--- src/rtl/crc8_rxcmp.sv ---
// Module: collects the received check byte MSB first and compares it with
// the computed CRC after the last check bit. Extra bits are ignored until
// the next clear. Assumes crc_i is frozen while check bits arrive.
module crc8_rxcmp #(
    parameter int W = 8
) (
    input  logic         clk,
    input  logic         rst_n,
    input  logic         clear_i,
    input  logic         cap_i,
    input  logic         bit_i,
    input  logic [W-1:0] crc_i,
    output logic         match_o
);
    localparam int            CW   = $clog2(W + 1);
    localparam logic [CW-1:0] LAST = CW'(W - 1);
    localparam logic [CW-1:0] FULL = CW'(W);

    logic [W-1:0]  cap_q;
    logic [W-1:0]  cap_nxt;
    logic [CW-1:0] cnt_q;
    logic          match_q;

    // Next collected byte with the new bit entering at the LSB.
    assign cap_nxt = {cap_q[W-2:0], bit_i};

    // Collection, count and compare on the final check bit.
    always_ff @(posedge clk) begin
        if (!rst_n || clear_i) begin
            cap_q   <= '0;
            cnt_q   <= '0;
            match_q <= 1'b0;
        end else if (cap_i && (cnt_q != FULL)) begin
            cap_q <= cap_nxt;
            cnt_q <= cnt_q + CW'(1);
            if (cnt_q == LAST) begin
                match_q <= (cap_nxt == crc_i);
            end
        end
    end

    assign match_o = match_q;

    p_match_at_last_r5: assert property (@(posedge clk) disable iff (!rst_n)
        $rose(match_q) |-> ($past(cnt_q) == LAST));

    p_match_frozen_r7: assert property (@(posedge clk) disable iff (!rst_n)
        ((cnt_q == FULL) && !clear_i) |=> $stable(match_q));

    p_count_bound_r7: assert property (@(posedge clk) disable iff (!rst_n)
        cnt_q <= FULL);
endmodule

--- config.mk ---
export PLATFORM = sky130hd
export DESIGN_NAME = crc8_rxcmp
export DESIGN_NICKNAME = d
export VERILOG_FILES = /design/src/rtl/crc8_rxcmp.sv
export SDC_FILE = /design/constraint.sdc
export NUM_CORES = 1
export LEC_CHECK = 0
export BUFFER_PORTS_ARGS = -buffer_cell sky130_fd_sc_hd__buf_2
export CAP_MARGIN = 15
export CELL_PAD_IN_SITES_DETAIL_PLACEMENT = 1
export CELL_PAD_IN_SITES_GLOBAL_PLACEMENT = 2
export CORE_UTILIZATION = 29
export DETAILED_ROUTE_END_ITERATION = 7
export GPL_TIMING_DRIVEN = 0
export PLACE_DENSITY = 0.8
export SYNTH_ARGS = -nofsm -noshare
export SYNTH_HDL_FRONTEND = slang
export SYNTH_SLANG_ARGS = --single-unit
--- constraint.sdc ---
create_clock -name clk -period 2 [get_ports clk]
set_input_delay 0.2 -clock clk [delete_from_list [all_inputs] [get_ports clk]]
set_output_delay 0.2 -clock clk [all_outputs]
set_load 0.05 [all_outputs]
==> results of run 1 <==
-- metal layers --
layer  global-route usage  vias up  wire (µm)
li1                     -      290          -
met1                0.186      264        696
met2                0.241       11        675
met3               0.0340        3         45
met4               0.0667        0         27
met5                    0        -          0
-- cell families after synthesis --
family | Yosys count | share of synthesized area
xor+xnor | 9 | 0.129
fa+ha+maj | 2 | 0.0410
flops | 12 | 0.393
buf+inv | 8 | 0.0615
simple gates | 20 | 0.199
compound gates | 21 | 0.176
-- worst paths after layout --
kind / startpoint / to / slack [ns] / depth (start not counted)
setup / recovery: cnt_q[0] / cnt_q[2] / 0.42 / 6
hold reg to reg: cap_q[3] / cap_q[4] / 0.49 / 2
setup reg to reg: cnt_q[0] / cnt_q[2] / 0.42 / 6
hold / removal: bit_i / cap_q[0] / 0.19 / 3
-- cell usage after synthesis --
cell type	n	area, µm²
a21oi_1	10	50.1
and3b_1	1	8.76
buf_6	1	11.3
clkbuf_1	3	11.3
dfxtp_1	12	240
ha_1	2	25.0
inv_1	4	15.0
nand2b_1	1	6.26
nand3_1	9	45.0
nand3b_1	1	7.51
nand4_1	3	18.8
nand4b_1	2	17.5
nor2_1	1	3.75
o21ai_0	7	35.0
o21ai_1	3	15.0
o31ai_1	1	7.51
or2_0	1	6.26
or4_1	1	7.51
xnor2_1	8	70.1
xor2_1	1	8.76
-- power by group --
part / switching (mW) / total [mW] / internal, mW
Combinational: 0.0225 / 0.0427 / 0.0202
Sequential: 0.00197 / 0.243 / 0.241
Clock: 0.0894 / 0.200 / 0.111
Total: 0.114 / 0.486 / 0.372
-- critical path: cells and delay by family, from the launching register on --
kind                       cells  cell delay [ns]
AOI/OAI and AO/OA              1             0.14
adders and majority gates      1             0.20
buffers and inverters          2             0.21
DFF                            1             0.38
and+or+nand+nor                2             0.57
-- state kept, by name, summed over array words and instances (netlist names) --
| signal | count |
|---|---|
| cap_q | 7 |
| cnt_q | 4 |
| match_o | 1 |
-- per-stage QoR --
stage                     setup WS (ns)  instances  instance area (µm²)
after global routing              0.338        116                  746
after detailed placement          0.437        112                  709
after floorplan                   0.543         72                  611
after CTS                         0.406        116                  746
final                             0.423        116                  746
after global placement            0.467        112                  709
-- area by class of cell --
| type | instances | area, µm² |
|---|---|---|
| fill | 255 | 1220 |
| multi-input combinational | 52 | 333 |
| sequential | 12 | 240 |
| timing repair buffer | 13 | 65.1 |
| clock buffer | 4 | 36.3 |
| tap | 27 | 33.8 |
| buffer | 4 | 22.5 |
| inverter | 4 | 15.0 |
==> impl_results.md, run 1 <==
- Status: complete, no violations
- DR iter-0 viols: 3
- Worst Setup End Kind: flop
- WL final: 1450 µm
- Post-CTS Setup Bufs: 0
- Worst skew pair latency: 0.28 ns
- Clk_skew: 0.00167 ns
- Largest net degree at the start of global routing: 11
- Post-Syn Area per Cell: 8.48 µm²
- Global-route wire length before repair: 2300 µm
- CP required: 2.22 ns
- Maxcap violations: 0
- Avg WL per Cell: 12.5 µm
- Synth cell types: 20
- Crit-path cells: inv_1, ha_1, and3b_1, buf_6, or4_1, a21oi_1
- Initial antenna violation count: 0
- Core Util, Final: 0.380
- Syn nets: 87
- Tightest hold margin: 0.188 ns
- Starting Density: 0.311
- Crit path largest cell delay: 0.40 ns
- Die area: 2290 µm²
- Area Overhead vs Synth: 22.1%
- H-Tree Depth: 1
- Fin. max-slew vios: 0
- Final hold violation count: 0
- RePlAce Congestion: 0.681
- Ant diodes: 0
- YS warnings: 0
- Unrepaired setup endpoints after global routing: no
- Total global routing overflow: 0
- Chip Width: 47.9 µm
- Total negative slack: 0 ns
- Synthesized area: 611 µm²
- Core area: 1960 µm²
- Site Rows: 16
- PwrDens: 651 nW/µm²
- VDD IR max: 0.238 mV
- Clock Path Buffers: 2
- Root Buffer: clkbuf_4
- Clock sink count: 12
- Vias in the first global route: 537
- Number of antenna-violating nets in the routed design: 0
- Critical path type: flop to flop
- Worst-margin pin slew: 0.463 ns
- Final Power: 0.486 mW
- Die Ht: 47.9 µm
- Cells after synthesis: 72
- Detailed Place HPWL: 1080 µm
- Drt drc: 0
- Post-route minimum period: 1.58 ns
- Commonest non-fill, non-tap cell in the layout: buf_2
- DR vias: 568
- Share of post-route cells with drive strength above 1: 0.202
- Port-buffer cells: 13
- Fmax: 634 MHz
- CP max FO: 10
- Crit-path slowest cell: or4_1
- Type of the worst min-delay path: input port to flop
- Ports: 14
- Via density: 4.90
- Drt first pass iters: 2
- Sequential area share after synthesis: 0.393
- Commonest non-fill, non-tap cells in the layout: buf_2, dfxtp_1, a21oi_1
- # nets final: 105
- Total track usage: 0.148
- Final setup vio count: 0
- Leak: 0.257 nW
- Critical path startpoint category: flop
- Slew HR: 0.691
- Register clock-pin slew on the reported worst setup and hold paths: 0.08 ns
- Critical Path AT: 1.79 ns
- Fin crit share: 0.788
- Cts hold-fix bufs: 0
- CTS tree: done
- FF+latch count, synth: 12
- Post-CTS Resized: 0
- Clock buffer count from CTS: 3
Power figures use the tool's default switching activity.
==> run 2: changes to the inputs <==
Settings changed: CORE_UTILIZATION 29 to 26, PLACE_DENSITY 0.8 to 0.76.
Clock period 2 ns to 1.3 ns, I/O delays scaled along.
==> impl_results.md, run 2 (same netlist as run 1, synthesis figures left out) <==
- Initial antenna violation count: 0
- Clk_skew: 0.00191 ns
- Die Ht: 50.5 µm
- Register Area: 243 µm²
- Final Power: 0.678 mW
- H-Tree Depth: 1
- CP required: 1.51 ns
- Commonest non-fill, non-tap cell in the layout: buf_2
- Total track usage: 0.131
- Fin. max-slew vios: 0
- Core area: 2210 µm²
- VDD IR max: 0.285 mV
- Crit-path cells: inv_2, ha_4, and3b_1, or4_4, a21oi_2
- Register clock-pin slew on the reported worst setup and hold paths: 0.07 ns
- Clock sink count: 12
- WL final: 1520 µm
- Crit path largest cell delay: 0.51 ns
- Clock Power Share: 0.341
- Number of antenna-violating nets in the routed design: 0
- Chip Width: 50.5 µm
- Worst Setup End Kind: flop
- Max reg flops: 7
- Unrepaired setup endpoints after global routing: yes
- Bufs and invs on worst path: 1
- Critical path startpoint category: flop
- R2r setup slk: -0.10 ns
- Ports: 14
- Fmax: 714 MHz
- Placed cell area: 716 µm²
- Drt first pass iters: 4
- Avg WL per Cell: 12.7 µm
- Multi-input gate area: 365 µm²
- Non-filler cells, final: 119
- RePlAce Congestion: 0.727
- Root Buffer: clkbuf_4
- Internal: 0.513 mW
- Post-route minimum period: 1.40 ns
- Reg2Reg Depth: 5
- Vias in the first global route: 538
- Share of power burned in registers: 0.550
- Core Util, Final: 0.356
- Final worst slack: -0.101 ns
- Slew HR: 0.657
- DR iter-0 viols: 2
- Worst skew pair latency: 0.27 ns
- Final setup vio count: 1
- Reg-to-reg endpoint: cnt_q[2]
- Leak: 0.267 nW
- WHS Path Cells: 3
- Share of post-route cells with drive strength above 1: 0.308
- Placed cells: 113
- Clock buffer count from CTS: 3
- Status: finished, violations left
- Uppermost layer routed: met4
- Detailed Place HPWL: 1090 µm
- Fillers: 281
- CTS tree: done
- Largest net degree at the start of global routing: 11
- Global-route wire length before repair: 2440 µm
- Crit-path slowest cell: or4_4
- Via density: 4.87
- CP max FO: 2
- Site Rows: 17
- Commonest non-fill, non-tap cells in the layout: buf_2, dfxtp_1, nand3_1, o21ai_1, a21oi_1
- Combinational power share: 0.108
- Final hold violation count: 0
- Maxcap violations: 0
- Met3 routed WL: 46 µm
- Critical Path AT: 1.61 ns
- HP Start: bit_i
- Reg with most FFs: cap_q
- Family with the most delay on the worst path: simple AND/OR/NAND/NOR gates
- Fin crit share: 1.08
- Worst r2r src: cnt_q[0]
- Area Overhead vs Synth: 28.9%
- Total global routing overflow: 0
- Ant diodes: 0
- DR vias: 580
- Type of the worst min-delay path: input port to flop
- Wire length on met1: 707 µm
- Failing checks: setup timing
- PwrDens: 862 nW/µm²
- Switching power as a share of total power: 0.244
- # nets final: 108
- Clock Path Buffers: 2
- Port-buffer cells: 13
- Die area: 2550 µm²
- Critical path type: flop to flop
- Drt drc: 0
- Hold EP: cap_q[0]
- Met2 wire len: 735 µm
- Final Cell Area: 787 µm²
- Switching Power: 0.165 mW
- Starting Density: 0.276
- Worst-margin pin slew: 0.515 ns
-- run 2: worst max-delay path by stage --
stage	depth (start not counted)	to	slack [ns]	from
floorplan	6	cnt_q[2]	-0.08	cnt_q[0]
global placement	6	cnt_q[2]	-0.14	cnt_q[0]
detailed placement	6	cnt_q[2]	-0.18	cnt_q[0]
CTS	6	cnt_q[2]	-0.13	cnt_q[0]
global route	5	cnt_q[2]	-0.14	cnt_q[0]
finish	5	cnt_q[2]	-0.10	cnt_q[0]
-- run 2: worst reg2reg max path, cell delays in order (launching register included) --
cell and delay, ns:
dfxtp_2 0.34, inv_2 0.05, ha_4 0.15, and3b_1 0.17, or4_4 0.51, a21oi_2 0.13
-- run 2: per-layer routing --
metal	vias to the layer above	GRT usage
met5	-	0
met2	12	0.207
met4	0	0.0694
met1	269	0.161
li1	295	-
met3	4	0.0364
-- run 2: layout make-up --
type	instances	area share
Multi-Input combinational cell	52	0.464
Sequential cell	12	0.308
Timing Repair Buffer	17	0.121
Tap cell	28	0.0445
Clock buffer	3	0.0286
Inverter	4	0.0191
Buffer	3	0.0143
-- run 2: timing repair --
action	CTS	global route
hold buffers	0	0
endpoints found under the setup margin	1	11
pin swaps	1	5
buffers inserted	3	1
gates resized for setup	8	4
-- run 2: metrics by stage --
| step | setup TNS, ns | worst slack [ns] | hold WS [ns] |
|---|---|---|---|
| final | -0.101 | -0.101 | 0.124 |
| after global routing | -0.198 | -0.138 | 0.116 |
| after CTS | -0.137 | -0.127 | 0.122 |
| after detailed placement | -0.176 | -0.176 | 0.420 |
| after global placement | -0.136 | -0.136 | 0.403 |
| after floorplan | -0.0811 | -0.0811 | 0.278 |
-- run 2: power by group through the flow --
stage | sequential (mW) | clock, mW | combinational [mW]
2_1_floorplan | 0.382 | 0 | 0.0359
3_3_place_gp | 0.383 | 0 | 0.0654
3_5_place_dp | 0.383 | 0 | 0.0668
4_1_cts | 0.373 | 0.245 | 0.0733
5_1_grt | 0.374 | 0.260 | 0.0825
6_report | 0.373 | 0.232 | 0.0735
==> run 3: changes to the inputs <==
Settings changed: SETUP_SLACK_MARGIN set to 0.1, TNS_END_PERCENT set to 30.
==> impl_results.md, run 3 (same netlist as run 1, synthesis figures left out) <==
- Avg WL per Cell: 13.2 µm
- Clk_skew: 0.00109 ns
- WL final: 1580 µm
- Type of the worst min-delay path: input port to flop
- Area Overhead vs Synth: 36.7%
- Failing checks: setup timing
- Fin crit share: 1.09
- CP max FO: 3
- RePlAce Congestion: 0.727
- Total negative slack: -0.113 ns
- Initial antenna violation count: 0
- VDD IR max: 0.285 mV
- Max reg flops: 7
- Number of antenna-violating nets in the routed design: 0
- Ant diodes: 0
- Total global routing overflow: 0
- Core area: 2210 µm²
- Commonest non-fill, non-tap cells in the layout: buf_2, dfxtp_1, nand3_1
- Bufs and invs on worst path: 2
- Unrepaired setup endpoints after global routing: yes
- Die area: 2550 µm²
- Register clock-pin slew on the reported worst setup and hold paths: 0.07 ns
- Final hold violation count: 0
- Chip Width: 50.5 µm
- Fillers: 276
- Critical path startpoint category: flop
- Global-route wire length before repair: 2620 µm
- Drt first pass iters: 2
- Fin. max-slew vios: 0
- Critical path type: flop to flop
- Ports: 14
- Worst skew pair latency: 0.27 ns
- Slew HR: 0.524
- Leak: 0.280 nW
- PwrDens: 816 nW/µm²
- Die Ht: 50.5 µm
- Final worst slack: -0.113 ns
- Total track usage: 0.143
- Crit-path slowest cell: or4_4
- Port-buffer cells: 13
- Status: finished, violations left
- Drt drc: 0
- DR vias: 593
- Reg with most FFs: cap_q
- Starting Density: 0.276
- CP required: 1.51 ns
- Fmax: 708 MHz
- Maxcap violations: 0
- CTS tree: done
- Worst-margin pin slew: 0.713 ns
- Crit-path cells: inv_2, ha_4, and3b_1, buf_6, or4_4, a21oi_2
- Root Buffer: clkbuf_4
- Share of post-route cells with drive strength above 1: 0.413
- Largest net degree at the start of global routing: 11
- Site Rows: 17
- Family with the most delay on the worst path: simple AND/OR/NAND/NOR gates
- Detailed Place HPWL: 1090 µm
- Via density: 4.94
- Clock sink count: 12
- Post-route minimum period: 1.41 ns
- Vias in the first global route: 558
- # nets final: 109
- H-Tree Depth: 1
- Clock buffer count from CTS: 3
- Crit path largest cell delay: 0.41 ns
- Final setup vio count: 1
- Worst Setup End Kind: flop
- Commonest non-fill, non-tap cell in the layout: buf_2
- Critical Path AT: 1.62 ns
- DR iter-0 viols: 3
- Clock Path Buffers: 2
- Pre-CTS setup slack: -0.176 ns
## run 3: cell count changes in the layout (fill, tap and decap cells not counted), sizes merged
cell  delta
buf      +1
## run 3: report_power, final
| part | switching [mW] | internal (mW) |
|---|---|---|
| Sequential | 0.00268 | 0.371 |
| Clock | 0.123 | 0.107 |
| Combinational | 0.0421 | 0.0355 |
| Total | 0.167 | 0.513 |
## run 3: path summary, 6_finish.rpt
kind         startpoint       end  slack (ns)  cells after the start
max            cnt_q[0]  cnt_q[2]       -0.11                      6
min               bit_i  cap_q[0]        0.14                      3
max reg2reg    cnt_q[0]  cnt_q[2]       -0.11                      6
min reg2reg    cap_q[0]  cap_q[0]        0.50                      2
## run 3: timing repair
action,4_1_cts,5_1_grt
gates resized for setup,12,12
pin swaps,7,5
endpoints found under the setup margin,11,11
setup buffers,4,0
cloned,1,0
hold buffers,0,0
## run 3: routing by layer
layer,share of wire,vias to the layer above,GRT usage
li1,-,296,-
met1,0.44,283,0.174
met2,0.52,10,0.231
met4,0.017,0,0.0694
met5,0,-,0
met3,0.026,4,0.0364
## run 3: final cells by class
class,instances,area (µm²),share of cell area
multi-input combinational,52,398,0.477
sequential,12,243,0.291
timing repair buffer,17,98.8,0.118
tap,28,35.0,0.0420
clock buffer,3,22.5,0.0270
buffer,4,22.5,0.0270
inverter,4,15.0,0.0180
## run 3: tightest hold or removal path, stage by stage
cell and delay, ns:
buf_2 0.11, nand3_1 0.06, a21oi_1 0.06
## run 3: metrics by stage
stage                      util  hold slack, ns  instance area [µm²]  power (mW)  std cells
after floorplan               -           0.278                  616       0.418         72
after global placement    0.324           0.403                  716       0.448        113
after detailed placement  0.324           0.420                  716       0.450        113
after CTS                 0.367           0.122                  812       0.693        121
after global routing      0.377           0.137                  835       0.721        120
final                     0.377           0.137                  835       0.681        120
